==> src/rtl/sps_pkg.sv <==
package sps_pkg;
    localparam int FLAG_W = 8;
    localparam int B_RXC  = 7;
    localparam int B_TXC  = 6;
    localparam int B_DRE  = 5;
    localparam int B_RXS  = 4;
    localparam int B_ISF  = 3;
    localparam int B_BDF  = 1;
    localparam int B_WFB  = 0;
    localparam logic [FLAG_W-1:0] STAT_RESET = 8'h20;
    localparam logic [FLAG_W-1:0] IEN_MASK   = 8'hFA;

    typedef enum logic [2:0] {
        BS_IDLE  = 3'd0,
        BS_ARM   = 3'd1,
        BS_LOW   = 3'd2,
        BS_SYNC  = 3'd3,
        BS_FAULT = 3'd4
    } brk_st_e;
endpackage

==> src/rtl/sps_bus_decode.sv <==
module sps_bus_decode
    import sps_pkg::*;
#(
    parameter int ADDR_W = 4,
    parameter logic [ADDR_W-1:0] STAT_ADDR = 4'h4,
    parameter logic [ADDR_W-1:0] IEN_ADDR  = 4'h5,
    parameter logic [ADDR_W-1:0] TXD_ADDR  = 4'h2
) (
    input  logic              bus_wr,
    input  logic [ADDR_W-1:0] bus_addr,
    input  logic [FLAG_W-1:0] bus_wdata,
    output logic              clr_txc,
    output logic              clr_rxs,
    output logic              clr_isf,
    output logic              clr_bdf,
    output logic              wfb_req,
    output logic              txd_wr,
    output logic              ien_wr,
    output logic              sel_stat,
    output logic              sel_ien
);
    logic stat_wr;

    always_comb begin
        sel_stat = (bus_addr == STAT_ADDR);
        sel_ien  = (bus_addr == IEN_ADDR);
        stat_wr  = bus_wr && sel_stat;
        ien_wr   = bus_wr && sel_ien;
        txd_wr   = bus_wr && (bus_addr == TXD_ADDR);
        clr_txc  = stat_wr && bus_wdata[B_TXC];
        clr_rxs  = stat_wr && bus_wdata[B_RXS];
        clr_isf  = stat_wr && bus_wdata[B_ISF];
        clr_bdf  = stat_wr && bus_wdata[B_BDF];
        wfb_req  = stat_wr && bus_wdata[B_WFB];
    end
endmodule

==> src/rtl/sps_line_edge.sv <==
module sps_line_edge #(
    parameter int STAGES = 2
) (
    input  logic clk,
    input  logic rst_n,
    input  logic line_in,
    output logic line_s,
    output logic fall
);
    logic [STAGES-1:0] chain_q;
    logic              prev_q;

    generate
        for (genvar g = 0; g < STAGES; g++) begin : g_sync
            always_ff @(posedge clk or negedge rst_n) begin
                if (!rst_n) begin
                    chain_q[g] <= 1'b1;
                end else begin
                    chain_q[g] <= (g == 0) ? line_in : chain_q[(g == 0) ? 0 : g-1];
                end
            end
        end
    endgenerate

    always_ff @(posedge clk or negedge rst_n) begin
        if (!rst_n) begin
            prev_q <= 1'b1;
        end else begin
            prev_q <= chain_q[STAGES-1];
        end
    end

    assign line_s = chain_q[STAGES-1];
    assign fall   = prev_q && !chain_q[STAGES-1];
endmodule

==> src/rtl/sps_brk_fsm.sv <==
module sps_brk_fsm
    import sps_pkg::*;
#(
    parameter logic [7:0] SYNC_PAT = 8'h55
) (
    input  logic       clk,
    input  logic       rst_n,
    input  logic       wfb_req,
    input  logic       clr_isf,
    input  logic       brk_evt,
    input  logic       line_s,
    input  logic       sync_rcv,
    input  logic [7:0] sync_byte,
    input  logic       sync_tbad,
    output logic       bdf_set,
    output logic       isf_set,
    output brk_st_e    state
);
    brk_st_e st_q, st_d;
    logic    sync_ok;

    assign sync_ok = (sync_byte == SYNC_PAT) && !sync_tbad;

    always_ff @(posedge clk or negedge rst_n) begin
        if (!rst_n) begin
            st_q <= BS_IDLE;
        end else begin
            st_q <= st_d;
        end
    end

    always_comb begin
        st_d = st_q;
        unique case (st_q)
            BS_IDLE: begin
                if (wfb_req)      st_d = BS_ARM;
                else if (brk_evt) st_d = BS_SYNC;
            end
            BS_ARM: begin
                if (brk_evt)      st_d = BS_SYNC;
                else if (!line_s) st_d = BS_LOW;
            end
            BS_LOW: begin
                if (brk_evt || line_s) st_d = BS_SYNC;
            end
            BS_SYNC: begin
                if (sync_rcv) st_d = sync_ok ? BS_IDLE : BS_FAULT;
            end
            BS_FAULT: st_d = BS_FAULT;
            default:  st_d = BS_IDLE;
        endcase
        if (clr_isf && !isf_set) st_d = BS_IDLE;
    end

    always_comb begin
        bdf_set = 1'b0;
        isf_set = 1'b0;
        unique case (st_q)
            BS_SYNC: begin
                bdf_set = sync_rcv && sync_ok;
                isf_set = sync_rcv && !sync_ok;
            end
            BS_IDLE, BS_ARM, BS_LOW, BS_FAULT: begin
                bdf_set = 1'b0;
                isf_set = 1'b0;
            end
            default: begin
                bdf_set = 1'b0;
                isf_set = 1'b0;
            end
        endcase
    end

    assign state = st_q;
endmodule

==> src/rtl/sps_flag_bank.sv <==
module sps_flag_bank
    import sps_pkg::*;
(
    input  logic              clk,
    input  logic              rst_n,
    input  logic              rx_en,
    input  logic              rx_unread,
    input  logic              rx_data_evt,
    input  logic              tx_load,
    input  logic              tx_done,
    input  logic              txd_wr,
    input  logic              fall,
    input  logic              standby,
    input  logic              start_det_en,
    input  logic              clr_txc,
    input  logic              clr_rxs,
    input  logic              clr_isf,
    input  logic              clr_bdf,
    input  logic              isf_set,
    input  logic              bdf_set,
    output logic [FLAG_W-1:0] flags
);
    logic rxc_q, txc_q, dre_q, rxs_q, isf_q, bdf_q;

    always_ff @(posedge clk or negedge rst_n) begin
        if (!rst_n) begin
            rxc_q <= STAT_RESET[B_RXC];
            txc_q <= STAT_RESET[B_TXC];
            dre_q <= STAT_RESET[B_DRE];
            rxs_q <= STAT_RESET[B_RXS];
            isf_q <= STAT_RESET[B_ISF];
            bdf_q <= STAT_RESET[B_BDF];
        end else begin
            rxc_q <= rx_en && rx_unread;

            if (tx_done && dre_q) txc_q <= 1'b1;
            else if (clr_txc)     txc_q <= 1'b0;

            if (txd_wr)       dre_q <= 1'b0;
            else if (tx_load) dre_q <= 1'b1;

            if (!start_det_en)        rxs_q <= 1'b0;
            else if (fall && standby) rxs_q <= 1'b1;
            else if (clr_rxs)         rxs_q <= 1'b0;

            if (isf_set)      isf_q <= 1'b1;
            else if (clr_isf) isf_q <= 1'b0;

            if (bdf_set)                     bdf_q <= 1'b1;
            else if (clr_bdf || rx_data_evt) bdf_q <= 1'b0;
        end
    end

    assign flags = {rxc_q, txc_q, dre_q, rxs_q, isf_q, 1'b0, bdf_q, 1'b0};
endmodule

==> src/rtl/sp_status_reg.sv <==
module sp_status_reg
    import sps_pkg::*;
#(
    parameter int ADDR_W = 4,
    parameter logic [ADDR_W-1:0] STAT_ADDR = 4'h4,
    parameter logic [ADDR_W-1:0] IEN_ADDR  = 4'h5,
    parameter logic [ADDR_W-1:0] TXD_ADDR  = 4'h2,
    parameter int SYNC_STAGES = 2,
    parameter logic [7:0] SYNC_PAT = 8'h55
) (
    input  logic              clk,
    input  logic              rst_n,
    input  logic              bus_wr,
    input  logic [ADDR_W-1:0] bus_addr,
    input  logic [7:0]        bus_wdata,
    output logic [7:0]        bus_rdata,
    input  logic              rx_en,
    input  logic              rx_unread,
    input  logic              rx_data_evt,
    input  logic              rx_line,
    input  logic              standby,
    input  logic              start_det_en,
    input  logic              tx_load,
    input  logic              tx_done,
    input  logic              brk_evt,
    input  logic              sync_rcv,
    input  logic [7:0]        sync_byte,
    input  logic              sync_tbad,
    output logic              irq
);
    logic clr_txc, clr_rxs, clr_isf, clr_bdf, wfb_req;
    logic txd_wr, ien_wr, sel_stat, sel_ien;
    logic line_s, fall, bdf_set, isf_set;
    logic [FLAG_W-1:0] flags_w;
    logic [FLAG_W-1:0] ien_q;
    brk_st_e brk_st;

    sps_bus_decode #(
        .ADDR_W(ADDR_W), .STAT_ADDR(STAT_ADDR),
        .IEN_ADDR(IEN_ADDR), .TXD_ADDR(TXD_ADDR)
    ) dec_i (
        .bus_wr(bus_wr), .bus_addr(bus_addr), .bus_wdata(bus_wdata),
        .clr_txc(clr_txc), .clr_rxs(clr_rxs), .clr_isf(clr_isf),
        .clr_bdf(clr_bdf), .wfb_req(wfb_req), .txd_wr(txd_wr),
        .ien_wr(ien_wr), .sel_stat(sel_stat), .sel_ien(sel_ien)
    );

    sps_line_edge #(.STAGES(SYNC_STAGES)) edge_i (
        .clk(clk), .rst_n(rst_n), .line_in(rx_line),
        .line_s(line_s), .fall(fall)
    );

    sps_brk_fsm #(.SYNC_PAT(SYNC_PAT)) fsm_i (
        .clk(clk), .rst_n(rst_n), .wfb_req(wfb_req), .clr_isf(clr_isf),
        .brk_evt(brk_evt), .line_s(line_s), .sync_rcv(sync_rcv),
        .sync_byte(sync_byte), .sync_tbad(sync_tbad),
        .bdf_set(bdf_set), .isf_set(isf_set), .state(brk_st)
    );

    sps_flag_bank flags_i (
        .clk(clk), .rst_n(rst_n), .rx_en(rx_en), .rx_unread(rx_unread),
        .rx_data_evt(rx_data_evt), .tx_load(tx_load), .tx_done(tx_done),
        .txd_wr(txd_wr), .fall(fall), .standby(standby),
        .start_det_en(start_det_en), .clr_txc(clr_txc), .clr_rxs(clr_rxs),
        .clr_isf(clr_isf), .clr_bdf(clr_bdf), .isf_set(isf_set),
        .bdf_set(bdf_set), .flags(flags_w)
    );

    always_ff @(posedge clk or negedge rst_n) begin
        if (!rst_n) begin
            ien_q <= '0;
        end else if (ien_wr) begin
            ien_q <= bus_wdata & IEN_MASK;
        end
    end

    always_comb begin
        if (sel_stat)     bus_rdata = flags_w;
        else if (sel_ien) bus_rdata = ien_q;
        else              bus_rdata = '0;
    end

    assign irq = |(flags_w & ien_q);
endmodule

==> config.mk <==
export PLATFORM = sky130hd
export DESIGN_NAME = sp_status_reg
export DESIGN_NICKNAME = d
export VERILOG_FILES = /design/src/rtl/sps_pkg.sv /design/src/rtl/sps_bus_decode.sv /design/src/rtl/sps_line_edge.sv /design/src/rtl/sps_brk_fsm.sv /design/src/rtl/sps_flag_bank.sv /design/src/rtl/sp_status_reg.sv
export SDC_FILE = /design/constraint.sdc
export NUM_CORES = 1
export LEC_CHECK = 0
export ABC_AREA = 1
export BUFFER_PORTS_ARGS = -buffer_cell sky130_fd_sc_hd__buf_4
export CORE_ASPECT_RATIO = 0.6
export CORE_UTILIZATION = 49
export DETAILED_ROUTE_END_ITERATION = 16
export PLACE_DENSITY_LB_ADDON = 0.3
export SYNTH_ARGS = -nofsm -noshare
export SYNTH_HDL_FRONTEND = slang
export SYNTH_HIERARCHICAL = 1
export SYNTH_SLANG_ARGS = --single-unit
export TNS_END_PERCENT = 50
==> constraint.sdc <==
create_clock -name clk -period 1.4 [get_ports clk]
set_input_delay 0.14 -clock clk [delete_from_list [all_inputs] [get_ports clk]]
set_output_delay 0.14 -clock clk [all_outputs]
set_load 0.1 [all_outputs]
==> out/results.txt <==
CP startpoint kind - register
post-synthesis sequential area ratio - 37.14%
commonest non-fill, non-tap cell in the layout - nand2_1
Critical Path AT - 1.21 ns
number of vias per cell - 4.899
RSZ-0062 raised after global routing - yes
status - complete, no violations
Final Hold Vio Count - 0
HPWL Detailed - 2.260 mm
Setup CP Type - register to primary output
Max clock buf depth - 2
Post-synth ARST share - 100.0%
Vias - 1210
TritonCTS clock tree - done
full die area - 0.002713 sq mm
Post-synth EDFFs - 0
max_cap viols - 0
fin nets - 252
fin. max-slew vios - 0
GPL Wtd Cong - 0.7970
Mapped Avg Cell Area - 7.007 sq um
hold path cells - 3
first-pass GRT wire length - 4.588 mm
prevailing post-synth register cell - dfrtp_1
final worst path period need - 1.349 ns
Max Clock Skew - 0.001494 ns
Seq. cell area - 455.4 sq um
post-synth cell types - 25
post-synth design cell area - 0.001226 sq mm
non-filler cells, final - 247
Area Overhead vs Synth - 34.80%
Max Fanout on Critical Path - 3
Worst Path Required - 1.26 ns
layout cells sized above 1 - 35.94%
PwrDens - 1160 mW/mm^2
min-delay src - rx_unread
Hold Crit Class - input pin to register
leak pwr - 0.9117 nW
placed cells - 239
worst r2r dst - fsm_i/state[0]
grt total ovfl - 0
GRT Total Usage - 23.75%
r2r startpoint - edge_i/line_s
register-to-register setup slack - 0.11 ns
Initial DRC Count - 61
clk_lat worst skew - 0.26 ns
commonest cells after routing, fill and taps aside - nand2_1, buf_4, inv_1
PortBufs - 39
ant diodes - 0
setup ws final - 0.05085 ns
dpl ws - 0.07310 ns
post-route ant nets - 0
total CTS buffers - 3
die height - 40.75 um
Die Span X - 66.58 um
vias in the first global route - 1105
Hold WS - 0.07390 ns
flops & latches, synth - 18
final setup vio count - 0
initial core utilization - 54.23%
footprint of the multi-input gates - 546.8 sq um
TritonRoute pass-1 iters - 4
Residual DRC - 0
FILL cells - 186
WL final - 2.894 mm
Final Cycle Share - 96.37%
Ys Warns - 6
io pins - 43
Placeable Area - 0.002261 sq mm
largest net degree at the start of global routing - 19
Wirelength per Cell - 11.72 um
clk sink count - 18
row count - 13
Worst Hold Endpoint - flags_i/rxc_q
R2R depth - 9
initial antenna violation count - 0
Worst VDD drop - 0.7340 mV
achievable frequency - 741.2 MHz
crit end category - primary output
CTS root buffer - clkbuf_8
clock transition at the registers of the reported paths - 0.07 ns
Post-Syn Instances - 175
# H-tree levels - 1
==> worst max-delay path by stage <==
stage	from	endpoint	slack (ns)
6_report	flags_i/dre_q	irq	0.05
5_1_grt	flags_i/dre_q	irq	-0.02
3_5_place_dp	bus_addr[1]	fsm_i/state[0]	0.07
2_1_floorplan	bus_addr[3]	bus_rdata[1]	-0.06
4_1_cts	flags_i/dre_q	bus_rdata[5]	0.003
3_3_place_gp	bus_addr[3]	bus_rdata[3]	0.12
==> per-layer routing <==
layer	vias up	global-route usage, %	part of all wire, %
met3	6	5.556	8.0
met4	0	3.723	1.1
li1	599	-	-
met5	-	0	0
met2	53	46.97	50
met1	552	27.62	41
==> flip-flops by register name, summed over array words and instances, names as in the netlist <==
| register | cells |
|---|---|
| flags_i/rxc_q | 1 |
| edge_i/chain_q | 1 |
| ien_q | 6 |
| flags_i/dre_q | 1 |
| flags_i/isf_q | 1 |
| fsm_i/state | 3 |
| flags_i/bdf_q | 1 |
| flags_i/txc_q | 1 |
| edge_i/line_s | 1 |
| flags_i/rxs_q | 1 |
| edge_i/prev_q | 1 |
==> layout make-up <==
type | count | area share, %
multi-input cells | 108 | 33.08
flip-flops and latches | 18 | 27.55
repair buffers | 47 | 24.53
inverters | 40 | 9.235
clock buffers | 4 | 3.331
well taps | 30 | 2.271
==> cells in the mapped netlist (3+ instances only) <==
library cell | instances | share of area (%)
o21ai_0 | 4 | 1.6
dfrtp_1 | 14 | 29
nand4_1 | 3 | 1.5
inv_2 | 3 | 0.92
inv_1 | 36 | 11
nand2_1 | 43 | 13
nand3_1 | 7 | 2.9
nand2_2 | 3 | 1.5
o21ai_2 | 7 | 5.0
nor2_1 | 21 | 6.4
nand3_2 | 3 | 2.4
dfstp_2 | 4 | 8.6
o21ai_1 | 4 | 1.6
buf_4 | 8 | 4.9
==> report_power, final <==
| group | leakage [nW] | internal [mW] | switching [mW] |
|---|---|---|---|
| clock network | 0.0288 | 0.250 | 0.181 |
| logic | 0.673 | 0.296 | 0.485 |
| registers | 0.210 | 0.626 | 0.0797 |
| total | 0.912 | 1.17 | 0.745 |
==> through the flow <==
stage | area, sq um | setup TNS [ns] | power (mW) | util [%]
after CTS | 1593 | 0 | 1.888 | 70.45
after detailed placement | 1510 | 0 | 1.438 | 66.80
after floorplan | 1232 | -0.3622 | 1.257 | -
after global routing | 1653 | -0.01765 | 2.017 | 73.10
after global placement | 1510 | 0 | 1.397 | 66.80
final | 1653 | 0 | 1.917 | 73.10
==> worst max-delay path, stage by stage (launching register included) <==
cell and delay, ns:
dfstp_2 0.56, nand2_1 0.06, nand2_1 0.05, inv_1 0.04
nand2_2 0.08, buf_12 0.17
==> timing repair <==
item                       in CTS  in global routing
cloned                          0                  1
setup endpoints to repair       1                  7
gates resized for setup         2                 10
hold endpoints to repair       19                  0
hold buffers                    2                  0
buffers inserted                0                  1
==> kinds of logic (layout without fill, tap and decap cells) <==
logic type	Yosys count	in the layout	share of synthesized area (%)
buffers and inverters	50	91	19.18
DFF	18	18	37.14
other	1	2	0.3058
and+or+nand+nor	88	88	33.16
AOI/OAI and AO/OA	18	18	10.20
Note: power is estimated with default switching activity, not from simulation.
